$ cat src/rtl/cexec_pkg.sv
package cexec_pkg;

  typedef enum logic [3:0] {
    CND_EQ = 4'h0, CND_NE = 4'h1, CND_CS = 4'h2, CND_CC = 4'h3,
    CND_MI = 4'h4, CND_PL = 4'h5, CND_VS = 4'h6, CND_VC = 4'h7,
    CND_HI = 4'h8, CND_LS = 4'h9, CND_GE = 4'hA, CND_LT = 4'hB,
    CND_GT = 4'hC, CND_LE = 4'hD, CND_AL = 4'hE, CND_NV = 4'hF
  } cond_e;

  typedef struct packed {
    logic n;
    logic z;
    logic c;
    logic v;
  } flags_t;

  localparam int unsigned FLAG_W = $bits(flags_t);

endpackage

$ cat src/rtl/cexec_cond_eval.sv
module cexec_cond_eval
  import cexec_pkg::*;
(
  input  logic [3:0] cond,
  input  flags_t     flags,
  output logic       pass
);

  // Conditions come in complementary pairs: bits [3:1] pick a base test,
  // bit 0 inverts it. Pair 7 has base "true", so 0xE passes and 0xF fails.
  localparam int unsigned NUM_PAIRS = 8;

  logic [NUM_PAIRS-1:0] base_test;
  logic [2:0]           pair_sel;
  logic                 invert;

  always_comb begin
    base_test[0] = flags.z;
    base_test[1] = flags.c;
    base_test[2] = flags.n;
    base_test[3] = flags.v;
    base_test[4] = flags.c & ~flags.z;
    base_test[5] = ~(flags.n ^ flags.v);
    base_test[6] = ~flags.z & ~(flags.n ^ flags.v);
    base_test[7] = 1'b1;
  end

  assign pair_sel = cond[3:1];
  assign invert   = cond[0];
  assign pass     = base_test[pair_sel] ^ invert;

endmodule

$ cat src/rtl/cexec_flag_calc.sv
module cexec_flag_calc
  import cexec_pkg::*;
#(
  parameter int unsigned DATA_W = 32
) (
  input  logic [DATA_W-1:0] result,
  input  logic              carry,
  input  logic              overflow,
  output flags_t            flags_new
);

  localparam int unsigned MSB = DATA_W - 1;

  always_comb begin
    flags_new.n = result[MSB];
    flags_new.z = ~(|result);
    flags_new.c = carry;
    flags_new.v = overflow;
  end

endmodule

$ cat src/rtl/cexec_flag_reg.sv
module cexec_flag_reg
  import cexec_pkg::*;
(
  input  logic   clk,
  input  logic   rst_n,
  input  logic   load_en,
  input  flags_t flags_d,
  output flags_t flags_q
);

  flags_t flags_next;

  always_comb begin
    flags_next = flags_q;
    if (load_en) begin
      flags_next = flags_d;
    end
  end

  always_ff @(posedge clk or negedge rst_n) begin
    if (!rst_n) begin
      flags_q <= '0;
    end else begin
      flags_q <= flags_next;
    end
  end

  // without a load request the flags hold
  assert_hold_when_idle_R8: assert property (@(posedge clk) disable iff (!rst_n)
    !load_en |=> flags_q == $past(flags_q));

endmodule

$ cat src/rtl/cexec_squash_unit.sv
module cexec_squash_unit
  import cexec_pkg::*;
#(
  parameter int unsigned DATA_W = 32
) (
  input  logic              clk,
  input  logic              rst_n,
  input  logic              in_valid,
  input  logic [3:0]        in_cond,
  input  logic              in_setflags,
  input  logic              in_compare,
  input  logic [DATA_W-1:0] in_result,
  input  logic              in_carry,
  input  logic              in_overflow,
  output logic              out_commit,
  output logic              out_regwr,
  output logic [3:0]        out_flags
);

  flags_t flags_cur;
  flags_t flags_alu;
  logic   cond_pass;
  logic   flag_load;

  cexec_cond_eval u_cond (
    .cond  (in_cond),
    .flags (flags_cur),
    .pass  (cond_pass)
  );

  cexec_flag_calc #(.DATA_W(DATA_W)) u_calc (
    .result    (in_result),
    .carry     (in_carry),
    .overflow  (in_overflow),
    .flags_new (flags_alu)
  );

  always_comb begin
    out_commit = in_valid & cond_pass;
    out_regwr  = out_commit & ~in_compare;
    flag_load  = out_commit & (in_setflags | in_compare);
  end

  cexec_flag_reg u_flags (
    .clk     (clk),
    .rst_n   (rst_n),
    .load_en (flag_load),
    .flags_d (flags_alu),
    .flags_q (flags_cur)
  );

  assign out_flags = flags_cur;

  assert_no_commit_idle_R2: assert property (@(posedge clk) disable iff (!rst_n)
    !in_valid |-> !out_commit && !out_regwr);

  assert_always_code_R3: assert property (@(posedge clk) disable iff (!rst_n)
    in_valid && in_cond == 4'hE |-> out_commit);

  assert_never_code_R3: assert property (@(posedge clk) disable iff (!rst_n)
    in_cond == 4'hF |-> !out_commit);

  assert_equal_follows_z_R4: assert property (@(posedge clk) disable iff (!rst_n)
    in_valid && in_cond == 4'h0 |-> out_commit == out_flags[2]);

  assert_flag_load_R7: assert property (@(posedge clk) disable iff (!rst_n)
    out_commit && in_setflags |=>
      out_flags[2] == ($past(in_result) == '0) && out_flags[1] == $past(in_carry)
      && out_flags[0] == $past(in_overflow));

  assert_squash_keeps_flags_R8: assert property (@(posedge clk) disable iff (!rst_n)
    !out_commit |=> $stable(out_flags));

  assert_compare_no_write_R9: assert property (@(posedge clk) disable iff (!rst_n)
    in_compare |-> !out_regwr);

endmodule

$ cat config.mk
export PLATFORM = sky130hd
export DESIGN_NAME = cexec_squash_unit
export DESIGN_NICKNAME = d
export VERILOG_FILES = /design/src/rtl/cexec_pkg.sv /design/src/rtl/cexec_cond_eval.sv /design/src/rtl/cexec_flag_calc.sv /design/src/rtl/cexec_flag_reg.sv /design/src/rtl/cexec_squash_unit.sv
export SDC_FILE = /design/constraint.sdc
export NUM_CORES = 1
export LEC_CHECK = 0
export ABC_CLOCK_PERIOD_IN_PS = 5200
export BUFFER_PORTS_ARGS = -buffer_cell sky130_fd_sc_hd__buf_2
export CORE_AREA = 2 2 39 41
export CTS_CLUSTER_DIAMETER = 100
export DETAILED_ROUTE_END_ITERATION = 7
export DIE_AREA = 0 0 41 43
export GPL_TIMING_DRIVEN = 0
export PLACE_DENSITY = 0.73
export SYNTH_ARGS = -nofsm -noshare
export SYNTH_HDL_FRONTEND = slang
export SYNTH_SLANG_ARGS = --single-unit
export TNS_END_PERCENT = 50
$ cat constraint.sdc
create_clock -name clk -period 5.2 [get_ports clk]
set_input_delay 0 -clock clk [delete_from_list [all_inputs] [get_ports clk]]
set_output_delay 0 -clock clk [all_outputs]
set_load 0.005 [all_outputs]
# Word level (Yosys, flattened, before mapping)
# Index checks and enable logic that the tools add are counted.
[word_totals]
regBits = 4
wordCells = 20
inputBits = 43
[classes]
muxes = 2
order_cmp = 1
n_reduce_logical = 1
bitwise_logic = 12
[ops]
columns = ["cell", "count"]
rows = [
  ["$reduce_or 32->1", 1],
  ["$and 1x1->1", 5],
  ["$lt 3x4->1 const B", 1],
  ["$not 1->1", 4],
  ["$bmux 1 s3", 1],
  ["$xor 1x1->1", 2],
  ["$mux 1", 1],
  ["$or 1x1->1", 1],
]

# Depth between registers and ports, before layout
[depth]
depth_word = 8
mapped_depth = 5
mapped_depth_nobuf = 5

# Cells and area by module
# From an unflattened synthesis, not the netlist that was laid out.
[hier_totals]
cells_unflattened = 36
area_unflattened_um2 = 359.1
[modules_own_cells]
columns = ["module", "area_each_um2", "seq_area_each_um2", "n_inst", "cells_per_inst"]
rows = [
  ["cexec_flag_reg", 145.1, 100.1, 1, 8],
  ["cexec_flag_calc", 95.1, 0.0, 1, 14],
  ["cexec_cond_eval", 93.8, 0.0, 1, 11],
  ["cexec_squash_unit", 25.0, 0.0, 1, 3],
]

# Worst setup path before layout
# No wires, ideal clock.
[synth_timing]
path_type = "reg2reg"
from = "reg u_flags.flags_q[3] in the netlist's numbering"
to = "reg u_flags.flags_q[0] in the netlist's numbering"
path_stages_with_launch = 6
slack_ns = 3.455
arrival_ns = 1.619
n_path_buf = 0
setup_ns = 0.125
synth_period_minus_slack_ns = 1.745
required_ns = 5.075
cell_sequence = "dfrtp_1 -> xor2_1 -> nand2_1 -> a311oi_2 -> mux2_4 -> mux2_4"
[synth_between]
elab_chain_cells = 8
[synth_rtl]
columns = ["item", "line_no", "rtl"]
rows = [
  ["from (decl)", "cexec_flag_reg.sv:8", "output flags_t flags_q"],
  ["from (signal assigned)", "cexec_flag_reg.sv:24", "flags_q <= flags_next;"],
  ["$xor 1x1->1", "cexec_cond_eval.sv:23, cexec_cond_eval.sv:24", ""],
  ["$not 1->1", "cexec_cond_eval.sv:23, cexec_cond_eval.sv:24", ""],
  ["$and 1x1->1", "cexec_cond_eval.sv:24", "base_test[6] = ~flags.z & ~(flags.n ^ flags.v);"],
  ["$bmux 1 s3 (*)", "cexec_cond_eval.sv:30", "assign pass = base_test[pair_sel] ^ invert;"],
  ["$mux 1 (not written as such) (*)", "cexec_cond_eval.sv:30", ""],
  ["$xor 1x1->1 (*)", "cexec_cond_eval.sv:30", ""],
  ["$and 1x1->1 (*)", "cexec_squash_unit.sv:39", "out_commit = in_valid & cond_pass;"],
  ["$and 1x1->1 (*)", "cexec_squash_unit.sv:41", "flag_load = out_commit & (in_setflags | in_compare);"],
]
# Every way passes the cells marked *; elsewhere a longest branch is shown, timed or not. The select of a mux whose other input is x is not followed.
# A chain may end at the register's enable or synchronous reset.

# Worst setup path in the final report
[layout_timing]
from = "reg u_flags.flags_q[3] in the netlist's numbering"
to = "reg u_flags.flags_q[3] in the netlist's numbering"
# Same word-level chain as after synthesis.

==> run summary <==
Outcome = finished clean
Die area = 1760 um^2
Chip Height = 43 um
Logic gate share of total power = 48.8%
Primary FF master, synth = dfrtp_1
Sink Count = 4
ANT cells = 0
Met2 WL post-DR = 604 um
Cell Pwr Density = 276 nW/um^2
Min-Delay Path Depth = 2
RePlAce Congestion = 0.695
Top-count cell post-synth = nor4_1
Cells after Synth = 38
Max Root-Sink Buffers = 2
Final setup violation count = 0
Worst R2R Start = u_flags.flags_q[3]
First-pass GRT wire length = 1.74 mm
Share of cells above drive strength 1 = 63.7%
DRT antenna net count = 0
Die Width = 41 um
FMAX = 0.544 GHz
Min-delay src = in_carry
Area delta synth->final = 82.0%
Metal3 WL = 141 um
Sequential share of the synthesized area = 27.1%
Area leader, netlist = dfrtp_1
Largest net degree at the start of global routing = 5
Asr flop ratio synth = 100%
Ys Warns = 0
IO buf count = 48
Worst-path fanout max = 4
Placeable Area = 1380 um^2
Max Cap Viol = 0
Routed WL per cell = 10.8 um
Crit path DAT = 1.95 ns
Seq. cell area = 100 um^2
R2r setup slk = 3.36 ns
Pins Over Slew Limit = 0
Worst setup EP type = flop
Internal = 0.000126 W
Routed via count = 512
WL final = 1.15 mm
Reg with most FFs = u_flags.flags_q
Area of the multi-input gates = 265 um^2
Worst min-delay path category = in2reg
Skew final = 0.00216 ns
Final #Nets = 136
Worst-Margin Slew = 0.328 ns
Final worst setup slack = 3.36 ns
Hold Violations, Final = 0
Top cell type's share of synthesized area = 27.1%
Synth top area cells = dfrtp_1 (27%), mux2_4 (20%), nor4_1 (14%)
Hold endpoint = u_flags.flags_q[1]
Count of different cell masters after synthesis = 16
TritonCTS clock tree = yes
DR vias/cell = 4.79
Max transition margin = 78.1%
Worst flop-to-flop path endpoint = u_flags.flags_q[3]
# DRC = 0
Post-CTS Setup Bufs = 0
Drt first pass iters = 4
P_leak = 0.360 nW
Highest routed layer = met4
Initial Util = 26.7%
Worst EP required = 5.31 ns
RSZ-0062 raised after global routing = false
Clk Latency, worst-skew pair = 0.23 ns
Metal-1 WL = 400 um
Total CTS buffers = 3
DPL Wire Length = 992 um
Seq cells post-synth = 4
H-tree depth = 1
Post-synth top cells = nor4_1 (8), mux2_4 (5), dfrtp_1 (4), nor2_1 (4)
Startpoint Class = flop
Mapped Nets = 81
Clock power share = 20.6%
Pre-CTS setup slack = 3.35 ns
Core Util, Final = 48.6%
FF-to-FF path depth = 5
Biggest regs = u_flags.flags_q (4)
Max FFs per register = 4
Overflow after GRT = 0
Syn avg cell area = 9.71 um^2
Vias in the first global route = 451
# IOs = 49
NetSw = 0.0000599 W
VDD IR-drop max = 0.154 mV
Placement Rows = 14
Number of flops mapped to enable cells by yosys = 0
Final setup TNS = 0 ns
Gr usage total = 14.7%
Initial antenna violation count = 0
Fin crit share = 35.4%
Fill count = 138
Clock Tree Root = clkbuf_4
Syn Std Cell Area = 369 um^2
Clock transition at path regs = 0.04 ns
Setup CP Type = reg2reg
Sequential share of power = 30.6%
Tmin final = 1.84 ns
Switching share of power = 32.3%
First DRT Iteration DRCs = 2
==> critical path, cell delays in order (launching register included) <==
cell,delay [ns]
dfrtp_1,0.42
xor2_1,0.17
nand2_1,0.08
a311oi_2,0.37
mux2_4,0.38
mux2_4,0.31
==> routing by layer <==
layer / vias up / global-route usage (%)
met3: 2 / 3.66
met2: 36 / 26.6
li1: 254 / -
met5: - / 0
met4: 0 / 6.00
met1: 220 / 14.8
==> repair_timing <==
action | 4_1_cts | 5_1_grt
hold endpoints to repair | 5 | 0
resized for setup | 0 | 0
hold buffers | 2 | 0
==> logic make-up (layout without fill, tap and decap cells) <==
group | after synthesis | in the layout | synth area share [%]
buffers and inverters | 1 | 54 | 1.02
AND/OR/NAND/NOR | 21 | 21 | 32.9
flip-flops | 4 | 4 | 27.1
multiplexers | 7 | 7 | 25.8
XOR/XNOR | 3 | 3 | 7.12
AO/OA/AOI/OAI | 2 | 2 | 6.10
==> worst max-delay path by stage <==
stage	start	to	depth (start not counted)
floorplan	u_flags.flags_q[3]	u_flags.flags_q[0]	5
global placement	u_flags.flags_q[3]	u_flags.flags_q[3]	5
detailed placement	u_flags.flags_q[3]	u_flags.flags_q[3]	5
CTS	u_flags.flags_q[0]	u_flags.flags_q[3]	5
global route	u_flags.flags_q[3]	u_flags.flags_q[3]	5
finish	u_flags.flags_q[3]	u_flags.flags_q[3]	5
==> cell usage in the layout, fill, tap and decap left out, drive strengths merged <==
| cell | Yosys | routed |
|---|---|---|
| a311oi | 1 | 1 |
| and2 | 1 | 1 |
| buf | 0 | 48 |
| clkbuf | 0 | 3 |
| dfrtp | 4 | 4 |
| dlygate4sd3 | 0 | 2 |
| inv | 1 | 1 |
| mux2 | 5 | 5 |
| mux2i | 2 | 2 |
| nand2 | 2 | 2 |
| nand4 | 2 | 2 |
| nor2 | 4 | 4 |
| nor3 | 2 | 2 |
| nor3b | 2 | 2 |
| nor4 | 8 | 8 |
| o21bai | 1 | 1 |
| xnor2 | 1 | 1 |
| xor2 | 2 | 2 |
==> final cells by class <==
class	count	area share, %
inverter	1	0.559
sequential	4	14.9
tap	16	2.98
multi-input combinational	33	39.5
timing repair buffer	50	38.7
clock buffer	3	3.35
==> stage by stage <==
| step | power (W) | std cells | hold slack [ns] | cell area [um^2] |
|---|---|---|---|---|
| finish | 0.000186 | 107 | 0.00177 | 672 |
| global placement | 0.000144 | 102 | -0.195 | 629 |
| global route | 0.000198 | 107 | 0.00493 | 672 |
| floorplan | 0.000108 | 38 | -0.296 | 369 |
| CTS | 0.000188 | 107 | 0.00402 | 672 |
| detailed placement | 0.000148 | 102 | -0.195 | 629 |
==> power groups by stage <==
stage,combinational (W),sequential [W],clock (W)
finish,0.0000907,0.0000568,0.0000382
global route,0.0000994,0.0000587,0.0000398
CTS,0.0000927,0.0000568,0.0000384
detailed placement,0.0000913,0.0000571,0
global placement,0.0000885,0.0000560,0
floorplan,0.0000523,0.0000553,0
Note: power is estimated with default switching activity, not from simulation.
